==> config.mk <==
export PLATFORM = sky130hd
export DESIGN_NAME = ivl_sample_counter
export DESIGN_NICKNAME = d
export VERILOG_FILES = /design/src/rtl/isc_pkg.sv /design/src/rtl/isc_divider.sv /design/src/rtl/isc_counter.sv /design/src/rtl/isc_fifo.sv /design/src/rtl/ivl_sample_counter.sv
export SDC_FILE = /design/constraint.sdc
export NUM_CORES = 1
export LEC_CHECK = 0
export CAP_MARGIN = 20
export CORE_MARGIN = 2
export CORE_UTILIZATION = 57
export CTS_BUF_LIST = sky130_fd_sc_hd__clkbuf_4
export CTS_CLUSTER_SIZE = 28
export DETAILED_ROUTE_END_ITERATION = 8
export MAX_ROUTING_LAYER = met4
export PLACE_DENSITY = 0.82
export SYNTH_ARGS = -nofsm -noshare
export SYNTH_HDL_FRONTEND = slang
export SYNTH_HIERARCHICAL = 1
export SYNTH_SLANG_ARGS = --single-unit
export TNS_END_PERCENT = 10
==> constraint.sdc <==
create_clock -name clk_i -period 2.83 [get_ports clk_i]
set_input_delay 0.566 -clock clk_i [delete_from_list [all_inputs] [get_ports clk_i]]
set_output_delay 0.566 -clock clk_i [all_outputs]
set_load 0.02 [all_outputs]
==> src/rtl/isc_pkg.sv <==
package isc_pkg;
  typedef enum logic [2:0] {
    REG_MODE  = 3'd0,
    REG_DIV   = 3'd1,
    REG_COUNT = 3'd2,
    REG_LAST  = 3'd3,
    REG_FILL  = 3'd4,
    REG_CAP   = 3'd5,
    REG_STAT  = 3'd6
  } isc_reg_e;
endpackage

==> src/rtl/isc_divider.sv <==
module isc_divider #(
  parameter int DIV_W = 16
) (
  input  logic             clk_i,
  input  logic             rst_ni,
  input  logic             en_i,
  input  logic             restart_i,
  input  logic [DIV_W-1:0] div_i,
  output logic             tick_o
);
  logic [DIV_W-1:0] phase_q;

  assign tick_o = en_i && (phase_q == div_i);

  always_ff @(posedge clk_i or negedge rst_ni) begin
    if (!rst_ni)                phase_q <= '0;
    else if (!en_i || restart_i) phase_q <= '0;
    else if (phase_q >= div_i)  phase_q <= '0;
    else                        phase_q <= phase_q + DIV_W'(1);
  end
endmodule

==> src/rtl/isc_counter.sv <==
module isc_counter #(
  parameter int CNT_W = 16
) (
  input  logic             clk_i,
  input  logic             rst_ni,
  input  logic             inc_i,
  input  logic             clr_i,
  output logic [CNT_W-1:0] count_o,
  output logic             chg_o
);
  logic [CNT_W-1:0] count_q, count_d;
  logic             chg_q;

  // clear wins over a coinciding increment
  always_comb begin
    if (clr_i)      count_d = '0;
    else if (inc_i) count_d = count_q + CNT_W'(1);
    else            count_d = count_q;
  end

  always_ff @(posedge clk_i or negedge rst_ni) begin
    if (!rst_ni) begin
      count_q <= '0;
      chg_q   <= 1'b0;
    end else begin
      count_q <= count_d;
      chg_q   <= (count_d != count_q);
    end
  end

  assign count_o = count_q;
  assign chg_o   = chg_q;
endmodule

==> src/rtl/isc_fifo.sv <==
module isc_fifo #(
  parameter int W     = 16,
  parameter int DEPTH = 4,
  localparam int PW    = (DEPTH > 1) ? $clog2(DEPTH) : 1,
  localparam int LVL_W = $clog2(DEPTH + 1)
) (
  input  logic             clk_i,
  input  logic             rst_ni,
  input  logic             push_i,
  input  logic [W-1:0]     wdata_i,
  input  logic             pop_i,
  output logic [W-1:0]     rdata_o,
  output logic             valid_o,
  output logic             full_o,
  output logic [LVL_W-1:0] level_o
);
  logic [W-1:0]     mem_q [DEPTH];
  logic [PW-1:0]    wr_q, rd_q;
  logic [LVL_W-1:0] level_q;
  logic             do_push, do_pop;

  assign full_o  = (level_q == LVL_W'(DEPTH));
  assign valid_o = (level_q != '0);
  assign do_push = push_i && !full_o;
  assign do_pop  = pop_i && valid_o;
  assign rdata_o = mem_q[rd_q];
  assign level_o = level_q;

  always_ff @(posedge clk_i) begin
    if (do_push) mem_q[wr_q] <= wdata_i;
  end

  always_ff @(posedge clk_i or negedge rst_ni) begin
    if (!rst_ni) begin
      wr_q    <= '0;
      rd_q    <= '0;
      level_q <= '0;
    end else begin
      if (do_push) wr_q <= (wr_q == PW'(DEPTH - 1)) ? '0 : wr_q + PW'(1);
      if (do_pop)  rd_q <= (rd_q == PW'(DEPTH - 1)) ? '0 : rd_q + PW'(1);
      case ({do_push, do_pop})
        2'b10:   level_q <= level_q + LVL_W'(1);
        2'b01:   level_q <= level_q - LVL_W'(1);
        default: level_q <= level_q;
      endcase
    end
  end
endmodule

==> src/rtl/ivl_sample_counter.sv <==
module ivl_sample_counter
  import isc_pkg::*;
#(
  parameter int CNT_W  = 16,
  parameter int DIV_W  = 16,
  parameter int DEPTH  = 4,
  parameter int DATA_W = 32,
  localparam int LVL_W = $clog2(DEPTH + 1)
) (
  input  logic              clk_i,
  input  logic              rst_ni,
  input  logic              cnt_inc_i,
  input  logic              reg_we_i,
  input  logic [2:0]        reg_addr_i,
  input  logic [DATA_W-1:0] reg_wdata_i,
  output logic [DATA_W-1:0] reg_rdata_o,
  input  logic              pop_i,
  output logic              pop_valid_o,
  output logic [CNT_W-1:0]  pop_data_o,
  output logic              tick_o,
  output logic              chg_o
);
  logic             mode_en, mode_rst, ovf_q, tick_q;
  logic [DIV_W-1:0] div_q;
  logic [CNT_W-1:0] count_q, last_q;
  logic [LVL_W-1:0] fill;
  logic             full, tick_int, div_wr, mode_wr, stat_wr;
  isc_reg_e         addr;
  logic             wdata_unused;

  assign addr         = isc_reg_e'(reg_addr_i);
  assign div_wr       = reg_we_i && (addr == REG_DIV);
  assign mode_wr      = reg_we_i && (addr == REG_MODE);
  assign stat_wr      = reg_we_i && (addr == REG_STAT);
  assign wdata_unused = ^reg_wdata_i;

  always_ff @(posedge clk_i or negedge rst_ni) begin
    if (!rst_ni) begin
      mode_en  <= 1'b0;
      mode_rst <= 1'b0;
      div_q    <= '0;
      last_q   <= '0;
      ovf_q    <= 1'b0;
      tick_q   <= 1'b0;
    end else begin
      if (mode_wr) begin
        mode_en  <= reg_wdata_i[0];
        mode_rst <= reg_wdata_i[1];
      end
      if (div_wr) div_q <= reg_wdata_i[DIV_W-1:0];
      if (tick_int) last_q <= count_q;
      // set beats clear
      if (tick_int && full)              ovf_q <= 1'b1;
      else if (stat_wr && reg_wdata_i[0]) ovf_q <= 1'b0;
      tick_q <= tick_int;
    end
  end

  isc_divider #(.DIV_W(DIV_W)) u_div (
    .clk_i    (clk_i),
    .rst_ni   (rst_ni),
    .en_i     (mode_en),
    .restart_i(div_wr),
    .div_i    (div_q),
    .tick_o   (tick_int)
  );

  isc_counter #(.CNT_W(CNT_W)) u_cnt (
    .clk_i  (clk_i),
    .rst_ni (rst_ni),
    .inc_i  (cnt_inc_i),
    .clr_i  (tick_int && mode_rst),
    .count_o(count_q),
    .chg_o  (chg_o)
  );

  isc_fifo #(.W(CNT_W), .DEPTH(DEPTH)) u_fifo (
    .clk_i  (clk_i),
    .rst_ni (rst_ni),
    .push_i (tick_int),
    .wdata_i(count_q),
    .pop_i  (pop_i),
    .rdata_o(pop_data_o),
    .valid_o(pop_valid_o),
    .full_o (full),
    .level_o(fill)
  );

  always_comb begin
    reg_rdata_o = '0;
    case (addr)
      REG_MODE:  reg_rdata_o = DATA_W'({mode_rst, mode_en});
      REG_DIV:   reg_rdata_o = DATA_W'(div_q);
      REG_COUNT: reg_rdata_o = DATA_W'(count_q);
      REG_LAST:  reg_rdata_o = DATA_W'(last_q);
      REG_FILL:  reg_rdata_o = DATA_W'(fill);
      REG_CAP:   reg_rdata_o = DATA_W'(DEPTH);
      REG_STAT:  reg_rdata_o = DATA_W'(ovf_q);
      default:   reg_rdata_o = '0;
    endcase
  end

  assign tick_o = tick_q;
endmodule

# --- After elaboration in Yosys (flattened, before gate mapping) ---
# Memories as Yosys holds them, arrays and structs flattened.
# Cells that the tools add are included.
word_totals:
  regBits: 76
  mem_bits_rw: 64
  input_bits: 40
  output_inout_bits: 51
  wordCells: 61
  memories: 1
classes:
  addsub: 6
  n_lt_le_gt_ge: 1
  n_eq_ne: 13
  n_mux: 12
  n_reduce_logical: 16
memory_table:
  columns: ["name", "depth", "width", "read_ports", "rd_ports_with_merged_regs", "wr", "line_no", "rtl"]
  rows:
  - ["u_fifo.mem_q", 4, 16, 1, 0, 1, "isc_fifo.sv:17", "logic [W-1:0] mem_q [DEPTH];"]
op_table:
  columns: ["cell", "n"]
  rows:
  - ["one-hot mux 16 bit (7 select lines)", 1]
  - ["two-way mux 16 bit", 4]
  - ["adder 16 x 1 -> 16 bit, second input constant", 2]
  - ["equality test 16 bit", 1]
  - [">= comparator 16 bit", 1]
  - ["!= test 16 bit", 1]
  - ["equality test 3 bit, second input constant", 4]
  - ["logical AND 1 bit", 9]
  - ["equality test 2 bit, second input constant", 3]
  - ["equality test 3 x 2 -> 1 bit, second input constant", 2]
  - ["one-hot mux 3 bit (2 select lines)", 1]
  - ["adder 2 x 1 -> 2 bit, second input constant", 2]
  - ["two-way mux 1 bit", 4]
  - ["two-way mux 2 bit", 2]
  - ["nonzero test 2 bit", 2]
  - ["adder 3 x 1 -> 3 bit, second input constant", 1]
  - ["equality test 3 x 1 -> 1 bit, second input constant", 1]
  - ["logical NOT 3 bit", 1]
  - ["nonzero test 3 bit", 1]
  - ["subtractor 3 x 1 -> 3 bit, second input constant", 1]
  - ["equality test 2 x 1 -> 1 bit, second input constant", 1]
  - ["logical NOT 1 bit", 2]
  - ["logical OR 1 bit", 1]

# --- Logic depth before layout (Yosys ltp) ---
depth:
  ltp_word: 5
  mapped_depth: 13

# --- Hierarchy ---
# The synthesis kept the hierarchy.
modules_own_cells:
  columns: ["module", "instances", "cells_per_inst", "area_per_inst_um2", "seq_area_each_um2"]
  rows:
  - ["isc_fifo", 1, 125, 2768.9, 2097.0]
  - ["ivl_sample_counter", 1, 163, 1946.9, 900.9]
  - ["isc_divider", 1, 129, 1172.4, 400.4]
  - ["isc_counter", 1, 95, 900.9, 425.4]

# --- Worst setup path after synthesis ---
# OpenSTA, ideal clock, no wires.
synth_timing:
  kind: "register to register"
  start: "register u_div.phase_q[13]"
  end: "register u_cnt.chg_q (netlist: u_cnt/chg_o)"
  t_arrival_ps: 2441
  path_slack_ps: 247
  stages_incl_launch_ff: 12
  n_path_buf: 2
  synth_period_minus_slack_ps: 2583
  cell_sequence: "dfrtp_1 -> ha_1 -> nand4_1 -> nor2_1 -> and3_1 -> buf_2 -> buf_2 -> and2_1 -> nor4b_1 -> nand3_1 -> nor4_1 -> o221ai_1"
synth_between:
  elab_chain_len: 5
synth_rtl:
  columns: ["item", "line_no", "rtl"]
  rows:
  - ["from (decl)", "isc_divider.sv:11", "logic [DIV_W-1:0] phase_q;"]
  - ["from (signal assigned)", "isc_divider.sv:19", "else phase_q <= phase_q + DIV_W'(1);"]
  - ["equality test 16 bit", "isc_divider.sv:13", "assign tick_o = en_i && (phase_q == div_i);"]
  - ["logical AND 1 bit", "isc_divider.sv:13", null]
  - ["net tick_int", "ivl_sample_counter.sv:27", "logic full, tick_int, div_wr, mode_wr, stat_wr;"]
  - ["logical AND 1 bit", "ivl_sample_counter.sv:72", ".clr_i (tick_int && mode_rst),"]
  - ["two-way mux 16 bit", "isc_counter.sv:16", "if (clr_i) count_d = '0;"]
  - ["!= test 16 bit", "isc_counter.sv:27", "chg_q <= (count_d != count_q);"]
  - ["to (signal assigned)", "isc_counter.sv:27", null]
  - ["to (decl)", "isc_counter.sv:12", "logic chg_q;"]
# The timed path passes the listed nets, and every way through them passes these cells.
# A chain may end at the register's enable or synchronous reset.

# --- Worst setup path after layout ---
layout_timing:
  start: "input reg_addr_i[1]"
  end: "output reg_rdata_o[2]"
layout_between:
  elab_chain_len: 2
  word_cells_on_any_way: 8
layout_rtl:
  columns: ["item", "line_no", "rtl"]
  rows:
  - ["from (decl)", "ivl_sample_counter.sv:14", "input logic [2:0] reg_addr_i,"]
  - ["equality test 3 bit, or another cell as far along", "ivl_sample_counter.sv:91", "case (addr)"]
  - ["one-hot mux 16 bit (7 select lines) (*)", "ivl_sample_counter.sv:91", null]
  - ["to (decl)", "ivl_sample_counter.sv:16", "output logic [DATA_W-1:0] reg_rdata_o,"]
# Every way passes the cells marked *; elsewhere a longest branch is shown, timed or not.

==> flow_summary.toml <==
[run_status]
status = "complete, but fails checks"
violations = "design-rule violations"

[cells_and_area]
area_growth_syn_to_layout_pct = 16.3
design_area_mm2 = 0.00790
fill_cells = 824
utilization_pct = 68.6
seq_area_mm2 = 0.00382
finish.cell_count_without_fillers = 750
nNetsFinal = 659
drive_above_1_share_pct = 22.9
n_antenna_cell = 0
multi_input_area_mm2 = 0.00269

[place]
hpwl_um = 9770
place.gp.congestion = 0.860
place_area_mm2 = 0.00760
dp.cells = 718
io_buffers = 58

[detailed_routing]
finalWirelength_um = 13900
first_pass_iters = 6
viasPerCell = 5.91
wl_per_cell_um = 18.6
drt_iter0_markers = 339
route.detailed.drc = 6
drt.antenna.violating_nets = 0
vias = 4429

[power]
p_per_area_mw_per_mm2 = 679
total_power_mw = 5.36
vdd_drop_max_v = 0.000309
leakagePower_nw = 3.54

[synthesis]
ys.flop_type = "dfrtp_1"
ys_types = 57
netlist_area_mm2 = 0.00679
yosys_warnings = 6
synth_top_cell_area_share_pct = 28.3
synthArstFlopShare_pct = 54.3
yosysMostFrequentCell = "dfrtp_1"
synth_edf_count = 64
avgSynthCellArea_um2 = 13.3
ys_ff_latch = 140
ys_seq_area_share_pct = 56.3
yosys-top-cells-count = "dfrtp_1, edfxtp_1, mux2_2"
synth_top_area_cell = "edfxtp_1"
syn_inst = 512
synthTopCellsByArea = "edfxtp_1, dfrtp_1, mux2_2, mux4_2, ha_1"

[sta]
setup_viol = 0
fmax_mhz = 362
hold_viol_final = 0
skew_ns = 0.0174
min_period_over_period_pct = 97.7
rsz0062_at_grt = "no"
slew_viol_final = 0
tightest_slew_ns = 0.965
relSlewSlack_pct = 35.7
whs_ns = 0.135
min_period_ns = 2.76

[worst_setup_path]
path_class = "input port to output port"
crit_slowest_cell = "clkdlybuf4s50_1"
crit_family = "buffers and inverters"
path_cells = "clkdlybuf4s50_1 > buf_4 > a21oi_1 > a21o_1 > clkdlybuf4s50_1"
r2r_slack_ns = 0.19
crit_arrival_ns = 2.20
max_stage_delay_ns = 0.63
cp-end-kind = "output port"
worstPathMaxFanout = 18
crit_top_cell = "clkdlybuf4s50_1"
cp.required_ns = 2.26
cp_num_buf_inv = 3
r2r_start = "div_q[15]$_DFFE_PN0P_"
crit_path_start = "reg_addr_i[1]"
start_kind = "input port"

[cts]
numCtsBuffers = 17
cts_tree = "done"
cts.clk_slew.worst_paths_ns = 0.13
clk_latency_ns = 0.55
ctsRootBufferMaster = "clkbuf_4"
cts_hold_buf = 0
htree_levels = 4
clkSinkCount = 140
clock_path_buffers = 2

[floorplan]
die_area_mm2 = 0.0128
die_w_um = 113
chipHeight_um = 113
ios = 91
coreArea_mm2 = 0.0115
row_count = 39
start_util_pct = 59.0

[worst_hold_path]
min_path_type = "input port to asynchronous set/reset pin"

[grt]
antenna_found_initial = 0
grt.total_usage_pct = 23.8
grt_first_pass_wirelength_um = 22600
grt_overflow = 0
grt_max_degree = 77
first_global_vias = 4534

[flow_run]
max-cap-violations = 0
path summary, 6_finish.rpt:
path	to	depth (start not counted)
setup / recovery	reg_rdata_o[2]	5
min in group clk_i	ovf_q$_DFFE_PN0P_	1
max in group asynchronous	u_fifo/rd_q[1]$_DFFE_PN0P_	1
hold / removal	last_q[5]$_DFFE_PN0P_	1
setup reg to reg	u_fifo/level_o[2]$_DFFE_PN0P_	13
hold reg to reg	ovf_q$_DFFE_PN0P_	1
per-stage QoR:
step | setup WS, ns | TNS, ns
6_report | 0.0659 | 0
5_1_grt | 0.0162 | 0
2_1_floorplan | 0.247 | 0
3_5_place_dp | -0.220 | -2.96
3_3_place_gp | -0.236 | -3.07
4_1_cts | 0.00166 | 0
layer usage:
layer | vias to the layer above | share of wire, % | track usage (%)
met4 | 0 | 1.8 | 8.37
li1 | 2030 | - | -
met2 | 172 | 51 | 38.7
met1 | 2203 | 41 | 29.3
met3 | 24 | 6.3 | 5.95
met5 | - | 0 | -
where the power goes:
group / internal, mW / leakage, nW / switching [mW] / total (mW)
registers: 2.34 / 1.59 / 0.221 / 2.56
logic: 0.769 / 1.81 / 0.840 / 1.61
clock network: 0.393 / 0.145 / 0.807 / 1.20
total: 3.50 / 3.54 / 1.87 / 5.36
sequential cells by signal (all words and copies together) (netlist names):
signal / cells
u_cnt/chg_o: 1
last_q: 16
ovf_q: 1
u_div/phase_q: 16
u_fifo/rd_q: 2
u_fifo/level_o: 3
u_fifo/mem_q: 64
u_cnt/count_o: 16
mode_en: 1
mode_rst: 1
tick_o: 1
u_fifo/wr_q: 2
div_q: 16
layout by cell type, fill, tap and decap left out, drive strengths merged, types with 4 or more instances in the layout:
master,count
a21oi,14
a22oi,14
and3,8
buf,28
clkbuf,18
clkdlybuf4s50,25
clkinv,4
conb,16
dfrtp,76
dlygate4sd2,12
dlymetal6s2s,20
edfxtp,64
ha,24
inv,36
mux2,53
mux2i,5
mux4,16
nand2,13
nand3,14
nand4,15
nor2,35
nor3,17
o21ai,10
or3,6
xnor2,9
xor2,18
cells by family (layout without fill, tap and decap cells):
| group | count (synthesis) | count (layout) | synth area share (%) |
|---|---|---|---|
| AOI/OAI and AO/OA | 50 | 50 | 4.74 |
| xor gates and xnor gates | 27 | 27 | 3.48 |
| adders and majority gates | 25 | 25 | 4.72 |
| buffers and inverters | 64 | 144 | 4.88 |
| DFF | 140 | 140 | 56.3 |
| muxes | 74 | 74 | 14.9 |
| other | 1 | 16 | 0.0552 |
| and+or+nand+nor | 131 | 131 | 10.9 |
timing repair:
| action | CTS | global route |
|---|---|---|
| buffers inserted | 0 | 0 |
| resized for setup | 13 | 20 |
| endpoints found under the setup margin | 32 | 20 |
| hold endpoints to repair | 0 | 0 |
layout make-up:
type,instances,share of cell area [%]
flip-flops and latches,140,48.4
multi-input cells,323,34.1
repair buffers,85,10.6
well taps,143,2.27
clock buffers,18,1.71
clock inverters,14,1.58
inverters,27,1.28
(Power assumes the default switching activity.)
